## config.mk

```make
export PLATFORM = sky130hd
export DESIGN_NAME = ssram_dcd_top
export DESIGN_NICKNAME = d
export VERILOG_FILES = /design/src/rtl/ssram_dcd_pkg.sv /design/src/rtl/ssram_cmd_reg.sv /design/src/rtl/ssram_core.sv /design/src/rtl/ssram_oe_pipe.sv /design/src/rtl/ssram_dcd_top.sv
export SDC_FILE = /design/constraint.sdc
export NUM_CORES = 1
export LEC_CHECK = 0
export ABC_CLOCK_PERIOD_IN_PS = 900
export BUFFER_PORTS_ARGS = -buffer_cell sky130_fd_sc_hd__buf_2
export CORE_MARGIN = 2
export CORE_UTILIZATION = 45
export DETAILED_ROUTE_END_ITERATION = 10
export SYNTH_ARGS = -nofsm -noshare
export SYNTH_HDL_FRONTEND = slang
export SYNTH_SLANG_ARGS = --single-unit
```

## constraint.sdc

```tcl
create_clock -name clk -period 0.9 [get_ports clk]
set_input_delay 0.135 -clock clk [delete_from_list [all_inputs] [get_ports clk]]
set_output_delay 0.135 -clock clk [all_outputs]
set_load 0.02 [all_outputs]
```

## src/rtl/ssram_dcd_pkg.sv

```systemverilog
package ssram_dcd_pkg;
  // decoded access captured at the input stage
  typedef struct packed {
    logic rd;
    logic wr;
    logic desel;
  } ssram_cmd_t;
endpackage

```

## src/rtl/ssram_cmd_reg.sv

```systemverilog
module ssram_cmd_reg
  import ssram_dcd_pkg::*;
#(
  parameter int ADDR_W = 4,
  parameter int LANES  = 2,
  parameter int LANE_W = 9
) (
  input  logic                      clk,
  input  logic                      rst_n,
  input  logic [ADDR_W-1:0]         addr,
  input  logic [LANES*LANE_W-1:0]   wdata,
  input  logic                      cs_n,
  input  logic                      cs_hi,
  input  logic                      cs_lo_n,
  input  logic                      gwr_n,
  input  logic                      bwr_master_n,
  input  logic [LANES-1:0]          lane_wr_n,
  input  logic                      snooze,
  output ssram_cmd_t                cmd_q,
  output logic [ADDR_W-1:0]         addr_q,
  output logic [LANES*LANE_W-1:0]   wdata_q,
  output logic [LANES-1:0]          lane_we_q
);
  localparam int DW = LANES * LANE_W;

  ssram_cmd_t       cmd_d;
  logic [LANES-1:0] lane_we_d;
  logic             sel;
  logic             wr_any;

  always_comb begin
    sel       = !cs_n && cs_hi && !cs_lo_n && !snooze;
    wr_any    = !gwr_n || !bwr_master_n;
    if (!gwr_n)             lane_we_d = {LANES{1'b1}};
    else if (!bwr_master_n) lane_we_d = ~lane_wr_n;
    else                    lane_we_d = '0;
    cmd_d.rd    = sel && !wr_any;
    cmd_d.wr    = sel && wr_any;
    cmd_d.desel = !sel;
  end

  // control register
  always_ff @(posedge clk or negedge rst_n) begin
    if (!rst_n) begin
      cmd_q     <= '{rd: 1'b0, wr: 1'b0, desel: 1'b1};
      lane_we_q <= '0;
    end else begin
      cmd_q     <= cmd_d;
      lane_we_q <= lane_we_d;
    end
  end

  // datapath register, no reset
  logic [DW-1:0] wdata_r;
  logic [ADDR_W-1:0] addr_r;
  always_ff @(posedge clk) begin
    addr_r  <= addr;
    wdata_r <= wdata;
  end
  assign addr_q  = addr_r;
  assign wdata_q = wdata_r;
endmodule

```

## src/rtl/ssram_core.sv

```systemverilog
module ssram_core #(
  parameter int ADDR_W = 4,
  parameter int LANES  = 2,
  parameter int LANE_W = 9
) (
  input  logic                    clk,
  input  logic                    rst_n,
  input  logic                    wr,
  input  logic                    rd,
  input  logic [ADDR_W-1:0]       addr,
  input  logic [LANES*LANE_W-1:0] wdata,
  input  logic [LANES-1:0]        lane_we,
  output logic [LANES*LANE_W-1:0] rdata_q
);
  localparam int DW    = LANES * LANE_W;
  localparam int DEPTH = 1 << ADDR_W;

  logic [DW-1:0] mem [DEPTH];
  logic [DW-1:0] cur;
  logic [DW-1:0] merged;

  assign cur = mem[addr];

  // lane merge: one slice per lane
  for (genvar g = 0; g < LANES; g++) begin : g_lane
    assign merged[g*LANE_W +: LANE_W] =
      lane_we[g] ? wdata[g*LANE_W +: LANE_W] : cur[g*LANE_W +: LANE_W];
  end

  // self-timed commit at the edge after capture
  always_ff @(posedge clk) begin
    if (wr) mem[addr] <= merged;
  end

  // pipelined read register with explicit clock enable
  always_ff @(posedge clk or negedge rst_n) begin
    if (!rst_n)  rdata_q <= '0;
    else if (rd) rdata_q <= cur;
  end
endmodule

```

## src/rtl/ssram_oe_pipe.sv

```systemverilog
module ssram_oe_pipe
  import ssram_dcd_pkg::*;
(
  input  logic       clk,
  input  logic       rst_n,
  input  ssram_cmd_t cmd_q,
  output logic       rd_en_q,
  output logic       hold_q,
  output logic       drive
);
  logic rd_en_d;
  logic hold_d;

  always_comb begin
    rd_en_d = cmd_q.rd;
    // extra enable stage: a deselect right after read data keeps the driver
    hold_d  = rd_en_q && cmd_q.desel;
  end

  always_ff @(posedge clk or negedge rst_n) begin
    if (!rst_n) begin
      rd_en_q <= 1'b0;
      hold_q  <= 1'b0;
    end else begin
      rd_en_q <= rd_en_d;
      hold_q  <= hold_d;
    end
  end

  assign drive = rd_en_q || hold_q;
endmodule

```

## src/rtl/ssram_dcd_top.sv

```systemverilog
module ssram_dcd_top
  import ssram_dcd_pkg::*;
#(
  parameter int ADDR_W = 4,
  parameter int LANES  = 2,
  parameter int LANE_W = 9
) (
  input  logic                      clk,
  input  logic                      rst_n,
  input  logic [ADDR_W-1:0]         addr,
  input  logic [LANES*LANE_W-1:0]   wdata,
  input  logic                      cs_n,
  input  logic                      cs_hi,
  input  logic                      cs_lo_n,
  input  logic                      gwr_n,
  input  logic                      bwr_master_n,
  input  logic [LANES-1:0]          lane_wr_n,
  input  logic                      oe_n,
  input  logic                      snooze,
  output logic [LANES*LANE_W-1:0]   rdata,
  output logic                      rdata_oe
);
  localparam int DW = LANES * LANE_W;

  logic [1:0]        rst_sync;
  logic              rst_sync_n;
  ssram_cmd_t        cmd_q;
  logic [ADDR_W-1:0] addr_q;
  logic [DW-1:0]     wdata_q;
  logic [LANES-1:0]  lane_we_q;
  logic              rd_en_q;
  logic              hold_q;
  logic              drive;

  // asynchronous assert, synchronous release
  always_ff @(posedge clk or negedge rst_n) begin
    if (!rst_n) rst_sync <= 2'b00;
    else        rst_sync <= {rst_sync[0], 1'b1};
  end
  assign rst_sync_n = rst_sync[1];

  ssram_cmd_reg #(.ADDR_W(ADDR_W), .LANES(LANES), .LANE_W(LANE_W)) cmd_i (
    .clk(clk), .rst_n(rst_sync_n), .addr(addr), .wdata(wdata),
    .cs_n(cs_n), .cs_hi(cs_hi), .cs_lo_n(cs_lo_n), .gwr_n(gwr_n),
    .bwr_master_n(bwr_master_n), .lane_wr_n(lane_wr_n), .snooze(snooze),
    .cmd_q(cmd_q), .addr_q(addr_q), .wdata_q(wdata_q), .lane_we_q(lane_we_q)
  );

  ssram_core #(.ADDR_W(ADDR_W), .LANES(LANES), .LANE_W(LANE_W)) core_i (
    .clk(clk), .rst_n(rst_sync_n), .wr(cmd_q.wr), .rd(cmd_q.rd),
    .addr(addr_q), .wdata(wdata_q), .lane_we(lane_we_q), .rdata_q(rdata)
  );

  ssram_oe_pipe oe_i (
    .clk(clk), .rst_n(rst_sync_n), .cmd_q(cmd_q),
    .rd_en_q(rd_en_q), .hold_q(hold_q), .drive(drive)
  );

  // asynchronous gating of the driver
  assign rdata_oe = drive && !oe_n && !snooze;
endmodule

```

# --- Word-level counts from Yosys, hierarchy flattened ---
# Memories as Yosys holds them, arrays and structs flattened. A register that Yosys moved wholly into a read port is not among the register bits.
# Index checks and enable logic that the tools add are counted.
word_totals:
  output_inout_bits: 19
  regBits: 49
  inputBits: 33
  ram_bits: 288
  mem_count: 1
  elab_cells: 36
op_classes:
  reduce_logical: 18
  mux: 6
  n_bitwise: 1
memory_table:
  columns: ["memory", "depth", "word_bits", "read_ports", "rd_ports_with_merged_regs", "write_ports", "line", "rtl"]
  rows:
  - ["core_i.mem", 16, 18, 1, 1, 1, "ssram_core.sv:18", "logic [DW-1:0] mem [DEPTH];"]
op_table:
  columns: ["op", "count"]
  rows:
  - ["2-to-1 mux 9 bit", 2]
  - ["logical AND 1 bit", 8]
  - ["zero test 1 bit", 8]
  - ["2-to-1 mux 2 bit", 2]
  - ["logical OR 1 bit", 2]
  - ["2-to-1 mux 1 bit", 2]
  - ["NOT 2 bit", 1]

# --- Depth between registers and ports, before layout ---
# Gate-level depths: netlist (run 1).
logic_depth:
  word_depth: 5
  depth_mapped: 6

# --- By module ---
# From an unflattened synthesis (run 1), not the netlist that was laid out.
unflattened:
  cells_unflattened: 589
  hier_area_um2: 12600.8
modules_own_cells:
  columns: ["mod", "instances", "area_each_um2", "seq_area_each_um2", "cells_each"]
  rows:
  - ["ssram_core", 1, 11861.4, 9098.7, 548]
  - ["ssram_cmd_reg", 1, 609.3, 566.8, 33]
  - ["ssram_dcd_top", 1, 66.3, 50.0, 4]
  - ["ssram_oe_pipe", 1, 63.8, 50.0, 4]

# --- Worst setup path before layout (run 1) ---
# Ideal clock, no wire load.
synth_timing:
  path_kind: "flip-flop to flip-flop"
  startpoint: "register cmd_i.addr_r[0] (netlist: cmd_i.addr_q[0])"
  endpoint: "memory core_i.mem[0][0] (netlist name), enable pin"
  period_less_slack_ps: 2385
  stages_incl_launch_ff: 6
  slack_ps: -1485
  required_time_ps: 507
  arrival_ps: 1993
  setup_time_ps: 393
  path_cell_list: "dfxtp_1 -> buf_6 -> buf_12 -> buf_6 -> or3b_2 -> nor2_1"
synth_rtl:
  columns: ["element", "line", "rtl"]
  rows:
  - ["start, declared", "ssram_cmd_reg.sv:55", "logic [ADDR_W-1:0] addr_r;"]
  - ["start signal, assigned", "ssram_cmd_reg.sv:57", "addr_r <= addr;"]
  - ["end, declared", "ssram_core.sv:18", null]
# No word-level cell before the write port.

==> results of run 1 <==
==> metal layers <==
layer / global-route usage (%) / up-vias / share of wire (%)
met3: 3.886 / 66 / 6.2
met1: 30.05 / 3568 / 42
met2: 36.82 / 299 / 49
met5: 0 / - / 0
li1: - / 2948 / -
met4: 6.743 / 0 / 3.0
==> layout by cell type, fill, tap and decap left out, drive strengths merged, types with 2 or more instances in the layout <==
| cell | n |
|---|---|
| buf | 197 |
| nand2b | 2 |
| o21ai | 2 |
| clkinv | 14 |
| edfxtp | 288 |
| mux4 | 72 |
| a221oi | 37 |
| nor2 | 54 |
| dlygate4sd3 | 28 |
| clkbuf | 48 |
| nand2 | 2 |
| bufinv | 4 |
| and2 | 2 |
| nor2b | 2 |
| dfrtp | 26 |
| o22ai | 18 |
| mux2i | 18 |
| nand3b | 2 |
| dfxtp | 22 |
==> stage by stage <==
step | TNS [ns] | instances | instance area [sq um]
2_1_floorplan | -540.57 | 589 | 13310
3_5_place_dp | -536.54 | 1082 | 15080
5_1_grt | -557.72 | 1225 | 17310
3_3_place_gp | -518.40 | 1082 | 15080
4_1_cts | -529.09 | 1206 | 16970
6_report | -523.47 | 1225 | 17310
==> synth_stat cells <==
cell type	count
a21oi_1	1
a221oi_1	36
and2_1	2
buf_1	3
buf_12	3
buf_2	11
buf_6	5
buf_8	1
clkbuf_1	10
clkinv_1	2
conb_1	1
dfrtp_1	26
dfstp_2	1
dfxtp_1	22
edfxtp_1	288
mux2i_1	18
mux4_1	5
mux4_2	67
nand2_1	2
nand2b_1	2
nand3_1	1
nand3b_1	2
nor2_1	54
nor2b_1	2
nor3_1	1
o21ai_0	2
o22ai_1	18
or2_0	1
or3b_2	1
or4b_2	1
==> registers in the layout, summed over array words and instances, names as in the netlist <==
register and flops:
core_i.mem 288, cmd_i.wdata_q 18, core_i.rdata_q 18, cmd_i.addr_q 4, cmd_i.cmd_q 3, cmd_i.lane_we_q 2, rst_sync 2, oe_i.hold_q 1
oe_i.rd_en_q 1
==> layout make-up <==
| cell class | instances | area, sq um |
|---|---|---|
| fill | 1917 | 10320 |
| sequential | 337 | 9774 |
| multi-input combinational | 218 | 3411 |
| timing repair buffer | 228 | 2491 |
| clock buffer | 45 | 965.9 |
| tap | 378 | 473.0 |
| clock inverter | 17 | 182.7 |
| inverter | 2 | 7.507 |
==> critical path: cells and delay by family (launching register included) <==
family          cells  cell delay, ns
compound gates      1            0.10
buf+inv             3            0.49
flops               1            0.42
mux                 2            0.77
==> report_power, final <==
part	internal, uW	switching [uW]
Sequential	17500	228
Clock	8720	5770
Combinational	1730	1890
==> cells by family (layout without fill, tap and decap cells) <==
logic type	count (synthesis)	after routing	synth area share, %
flops	337	337	77.67
mux	90	90	14.48
simple gates	69	69	2.368
compound gates	57	58	3.523
buf+inv	35	292	1.931
other cells	1	1	0.02983
==> timing repair <==
action                     CTS  global route
gates cloned                 4             3
pin swaps                   17            12
hold endpoints to repair    29             3
setup endpoints to repair  613           613
setup buffers               30            16
resized for setup           24            24
==> how the worst max path moves through the flow <==
stage                    startpoint            endpoint  slack [ns]  cells past startpoint
detailed placement  cmd_i.addr_q[0]  core_i.mem[11][12]       -1.21                      4
global route        cmd_i.addr_q[0]   core_i.mem[1][12]       -1.18                      6
CTS                 cmd_i.addr_q[0]    core_i.mem[9][2]       -1.12                      7
global placement    cmd_i.addr_q[0]  core_i.mem[14][13]       -1.14                      4
floorplan           cmd_i.addr_q[0]    core_i.mem[0][2]       -0.95                      6
finish              cmd_i.addr_q[0]  core_i.mem[10][12]       -1.14                      6
==> flow_metrics.env, run 1 <==
export IMPL_synth_cell_types=30
export IMPL_synth_fp_nets=622
export IMPL_leakagePower_uw=0.005869
export IMPL_power_uw=35800
export IMPL_rows=61
export IMPL_die_area_sq_um=29290
export IMPL_gr_usage_all_layers_pct=22.11
export IMPL_crit_arrival_ns=2.30
export IMPL_reg2reg_slack_ns=-1.14
export IMPL_cp_start_kind="flip-flop"
export IMPL_p_per_area_nw_per_um2=2069
export IMPL_ir_worst_vdd_uv=1757
export IMPL_synth_top_area_cell="edfxtp_1"
export IMPL_clockBufferDepth=3
export IMPL_worstReg2RegEnd="core_i.mem[10][12]"
export IMPL_slew_headroom_pct=59.49
export IMPL_slowest_stage="mux4_2"
export IMPL_grt_pass1_wl_um=46000
export IMPL_drc=0
export IMPL_place_gp_congestion=0.7593
export IMPL_cp_max_fo=9
export IMPL_holdCritPathClass="input port to flip-flop"
export IMPL_slew_viol_final=0
export IMPL_die_h_um=171.2
export IMPL_preCtsSetupSlack_ns=-1.207
export IMPL_syn_cell_area_sq_um=12570
export IMPL_clk_pin_slew_worst_paths_ns=0.06
export IMPL_root_buffer="clkbuf_16"
export IMPL_synth_top_area_share_pct=68.78
export IMPL_crit_chain="buf_6 > buf_16 > mux4_2 > mux2i_4 > a221oi_4 > buf_4"
export IMPL_h_tree_depth=2
export IMPL_finalSetupViolCount=613
export IMPL_clock_sinks=337
export IMPL_end_kind="flip-flop"
export IMPL_worstSetupPathType="flip-flop to flip-flop"
export IMPL_cts_tree="done"
export IMPL_dpl_hpwl_um=18980
export IMPL_drt_initial_drc_count=599
export IMPL_holdCritStartpoint="cs_lo_n"
export IMPL_synth_warnings=0
export IMPL_maxCapViolations=0
export IMPL_antenna_cells=0
export IMPL_worstReg2RegStart="cmd_i.addr_q[0]"
export IMPL_grt_pass1_vias=7206
export IMPL_io_pins=52
export IMPL_postCtsHoldBufs=28
export IMPL_routed_wl_um=31560
export IMPL_worst_pin_slew_ns=0.6077
export IMPL_cts_buffers=35
export IMPL_outcome="finished with violations"
export IMPL_post_route_period_util_pct=226.6
export IMPL_io_buffers=51
export IMPL_final_nets=855
export IMPL_ys_seq_elements=337
export IMPL_initial_core_util_pct=45.51
export IMPL_whs_ns=-0.08865
export IMPL_avgSynthCellArea_sq_um=21.35
export IMPL_ys_seq_area_share_pct=77.67
export IMPL_syn_to_final_growth_pct=37.64
export IMPL_grt_ovfl_total=0
export IMPL_fin_ws_ns=-1.140
export IMPL_max_freq_mhz=490.2
export IMPL_finalHoldViolCount=3
export IMPL_skew_ns=0.01308
export IMPL_vias=6881
export IMPL_hold_end="cmd_i.cmd_q[2]"
export IMPL_first_pass_iters=6
export IMPL_drive_above_1_share_pct=47.46
export IMPL_viasPerCell=5.617
export IMPL_antenna_found_initial=0
export IMPL_finalCriticalPeriod_ns=2.040
export IMPL_cpPeakStageDelay_ns=0.55
export IMPL_synthTopCellsByArea="edfxtp_1 (69%), mux4_2 (12%), dfrtp_1 (5.2%)"
export IMPL_violations="negative hold slack, negative setup slack"
export IMPL_cp_required_ns=1.16
export IMPL_r2r_cells=6
export IMPL_grt_max_degree=26
export IMPL_synth_cells=589
export IMPL_ant_nets=0
export IMPL_die_width_um=171.2
export IMPL_coreArea_sq_um=27630
export IMPL_hold_depth=3
export IMPL_fin_util_pct=62.63
export IMPL_rsz0062_at_grt="true"
export IMPL_clock_latency_ns=0.51
export IMPL_wl_per_cell_um=25.76
No activity file was read; power rests on OpenSTA's default activity.
==> inputs of run 2 (changes only) <==
- ABC_AREA: not set -> 1
- CAP_MARGIN: not set -> 10
==> run 2 against run 1 <==
Compared with the run above:
- the run ends with negative setup slack left
- synthesized cell count rose by 120%
- combinational power decreased by 13%
- hold slack improved by 0.32 ns
- non-clock buffer count decreased by 1
- clock skew increased by 0.0030 ns
- flip-flop and latch count unchanged
- first-iteration DRC count increased by 65%
- critical path type unchanged
- routed wire length up 15%
- utilization down 3.0 points
- setup slack improved by 0.24 ns
- final area increased by 2.1%
==> flow_metrics.env, run 2 <==
export IMPL_ys_seq_area_share_pct=72.13
export IMPL_outcome="finished with violations"
export IMPL_synth_cell_types=22
export IMPL_synth_fp_nets=1337
export IMPL_cts_setup_buffers=0
export IMPL_clk_pin_slew_worst_paths_ns=0.06
export IMPL_cts_buffers=36
export IMPL_h_tree_depth=2
export IMPL_fillers=2399
export IMPL_maxCapViolations=0
export IMPL_ant_nets=0
export IMPL_crit_chain="inv_6 > buf_12 > buf_12 > nand2_1 > nand2_1 > nand2_1 > nand2_1 > nand2_1 > nand2_2 > o21ai_4 > nand2_4"
export IMPL_dpl_hpwl_um=22310
export IMPL_final_nets=1549
export IMPL_avgSynthCellArea_sq_um=10.38
export IMPL_first_pass_iters=5
export IMPL_clock_sinks=337
export IMPL_synthTopCellsByArea="edfxtp_1 (64%), nand2_1 (23%), dfrtp_1 (4.8%)"
export IMPL_cts_tree="done"
export IMPL_drc=0
export IMPL_fin_ws_ns=-0.8962
export IMPL_grt_pass1_vias=9282
export IMPL_synth_top_area_share_pct=63.88
export IMPL_slowest_stage="dfxtp_4"
export IMPL_drive_above_1_share_pct=20.98
export IMPL_max_freq_mhz=556.7
export IMPL_viasPerCell=4.984
export IMPL_clockBufferDepth=3
export IMPL_r2r_cells=11
export IMPL_die_h_um=177.5
export IMPL_synth_cells=1304
export IMPL_clock_latency_ns=0.52
export IMPL_die_width_um=177.5
export IMPL_ys_flop_type="edfxtp_1"
export IMPL_skew_ns=0.01613
export IMPL_rsz0062_at_grt="true"
export IMPL_multi_input_comb_area_sq_um=3832
export IMPL_grt_pass1_wl_um=54570
export IMPL_worst_path_most_repeated_cell="nand2_1"
export IMPL_io_pins=52
export IMPL_dpl_instance_area_sq_um=15830
export IMPL_post_route_period_util_pct=199.6
export IMPL_synth_warnings=0
export IMPL_p_per_area_nw_per_um2=2003
export IMPL_finalCriticalPeriod_ns=1.796
export IMPL_grt_max_degree=46
export IMPL_holdCritPathClass="flip-flop to asynchronous set/reset pin"
export IMPL_crit_arrival_ns=2.04
export IMPL_cp_required_ns=1.14
export IMPL_final_common_cell="nand2_1"
export IMPL_ir_worst_vdd_uv=1322
export IMPL_worstSetupPathType="flip-flop to flip-flop"
export IMPL_final_cell_area_sq_um=17670
export IMPL_synth_edf_count=288
export IMPL_root_buffer="clkbuf_16"
export IMPL_slew_viol_final=0
export IMPL_synth_commonest_cells="nand2_1 (831), edfxtp_1 (288), buf_2 (37)"
export IMPL_tns_ns=-471.97
export IMPL_cp_start_kind="flip-flop"
export IMPL_largest_register="core_i.mem"
export IMPL_coreArea_sq_um=29640
export IMPL_place_gp_congestion=0.8117
export IMPL_drt_initial_drc_count=991
export IMPL_synth_most_common_cell="nand2_1"
export IMPL_syn_cell_area_sq_um=13540
export IMPL_switching_share_pct=22.58
export IMPL_worst_pin_slew_ns=0.5278
export IMPL_async_flop_share_pct=8.012
export IMPL_violations="negative setup slack"
export IMPL_largest_reg_flops=288
export IMPL_rows=63
export IMPL_io_buffers=51
export IMPL_leakagePower_uw=0.007634
export IMPL_finalHoldViolCount=0
export IMPL_internal_power_uw=27400
export IMPL_final_cell_mix="nand2_1 (807), edfxtp_1 (288), buf_4 (86)"
export IMPL_syn_to_final_growth_pct=30.49
export IMPL_slew_headroom_pct=64.77
export IMPL_cpPeakStageDelay_ns=0.40
export IMPL_cp_max_fo=17
export IMPL_antenna_cells=0
export IMPL_wl_per_cell_um=18.83
export IMPL_finalSetupViolCount=613
export IMPL_grt_ovfl_total=0
export IMPL_ys_seq_elements=337
export IMPL_end_kind="flip-flop"
export IMPL_synth_top_area_cell="edfxtp_1"
export IMPL_seq_power_share_pct=49.5
export IMPL_die_area_sq_um=31490
export IMPL_register_area_sq_um=9778
export IMPL_power_switching_uw=7992
export IMPL_power_clock_fraction_pct=41.6
export IMPL_vias=9639
export IMPL_routed_wl_um=36410
export IMPL_gr_usage_all_layers_pct=23.53
export IMPL_p_comb_share_pct=8.9
export IMPL_initial_core_util_pct=45.68
export IMPL_antenna_found_initial=0
[run 2: kinds of logic after synthesis]
kind of cell,Yosys count,share of synthesized area [%]
AO/OA/AOI/OAI,39,1.442
AND/OR/NAND/NOR,859,23.95
buffers and inverters,68,2.449
flip-flops,337,72.13
other,1,0.02770
[run 2: timing repair]
item	in CTS	in global routing
pin swaps	13	3
gates resized for setup	37	23
hold buffers	32	0
hold endpoints to repair	29	0
endpoints found under the setup margin	613	613
gates cloned	4	2
[run 2: worst paths after layout]
path | from | slack [ns] | end
max | cmd_i.addr_q[0] | -0.90 | core_i.mem[2][3]
min | rst_sync[1] | 0.23 | core_i.rdata_q[1]
max reg2reg | cmd_i.addr_q[0] | -0.90 | core_i.mem[2][3]
min reg2reg | rst_sync[1] | 0.23 | core_i.rdata_q[1]
max in group asynchronous | rst_n | 0.30 | rst_sync[0]
min in group clk | wdata[6] | 0.25 | cmd_i.wdata_q[6]
[run 2: worst max-delay path, delay by kind of cell, from the launching register on]
kind / cells / cell delay (ns)
buffers and inverters: 3 / 0.40
AOI/OAI and AO/OA: 1 / 0.23
DFF: 1 / 0.40
and+or+nand+nor: 7 / 0.49
[run 2: layout make-up]
type / count / share of cell area [%]
flip-flops and latches: 337 / 55.35
well taps: 390 / 2.762
inverters: 11 / 0.3258
multi-input cells: 903 / 21.69
clock buffers: 48 / 5.758
repair buffers: 227 / 13.13
clock inverters: 18 / 0.9774
[run 2: per-layer routing]
| metal | part of all wire (%) | track usage [%] | vias up |
|---|---|---|---|
| met5 | 0 | 0 | - |
| met4 | 2.4 | 6.352 | 0 |
| met3 | 7.3 | 3.470 | 60 |
| met2 | 46 | 37.14 | 339 |
| met1 | 44 | 34.22 | 4562 |
| li1 | - | - | 4678 |
[run 2: power groups by stage]
stage / sequential, uW / clock (uW) / combinational, uW
finish: 17500 / 14700 / 3150
global route: 17500 / 15600 / 3460
global placement: 17800 / 0 / 2800
floorplan: 18000 / 0 / 1310
CTS: 17500 / 15000 / 3070
detailed placement: 17800 / 0 / 2830
[run 2: through the flow]
step	util (%)	setup WS [ns]	power, uW	hold WS (ns)	instances
floorplan	-	-0.7694	19300	-0.1606	1304
global placement	53.42	-0.9424	20630	-0.07772	1830
detailed placement	53.42	-0.9298	20660	-0.07587	1830
CTS	59.18	-0.8700	35530	0.2394	1932
global route	59.60	-1.004	36560	0.2533	1934
finish	59.60	-0.8962	35390	0.2286	1934
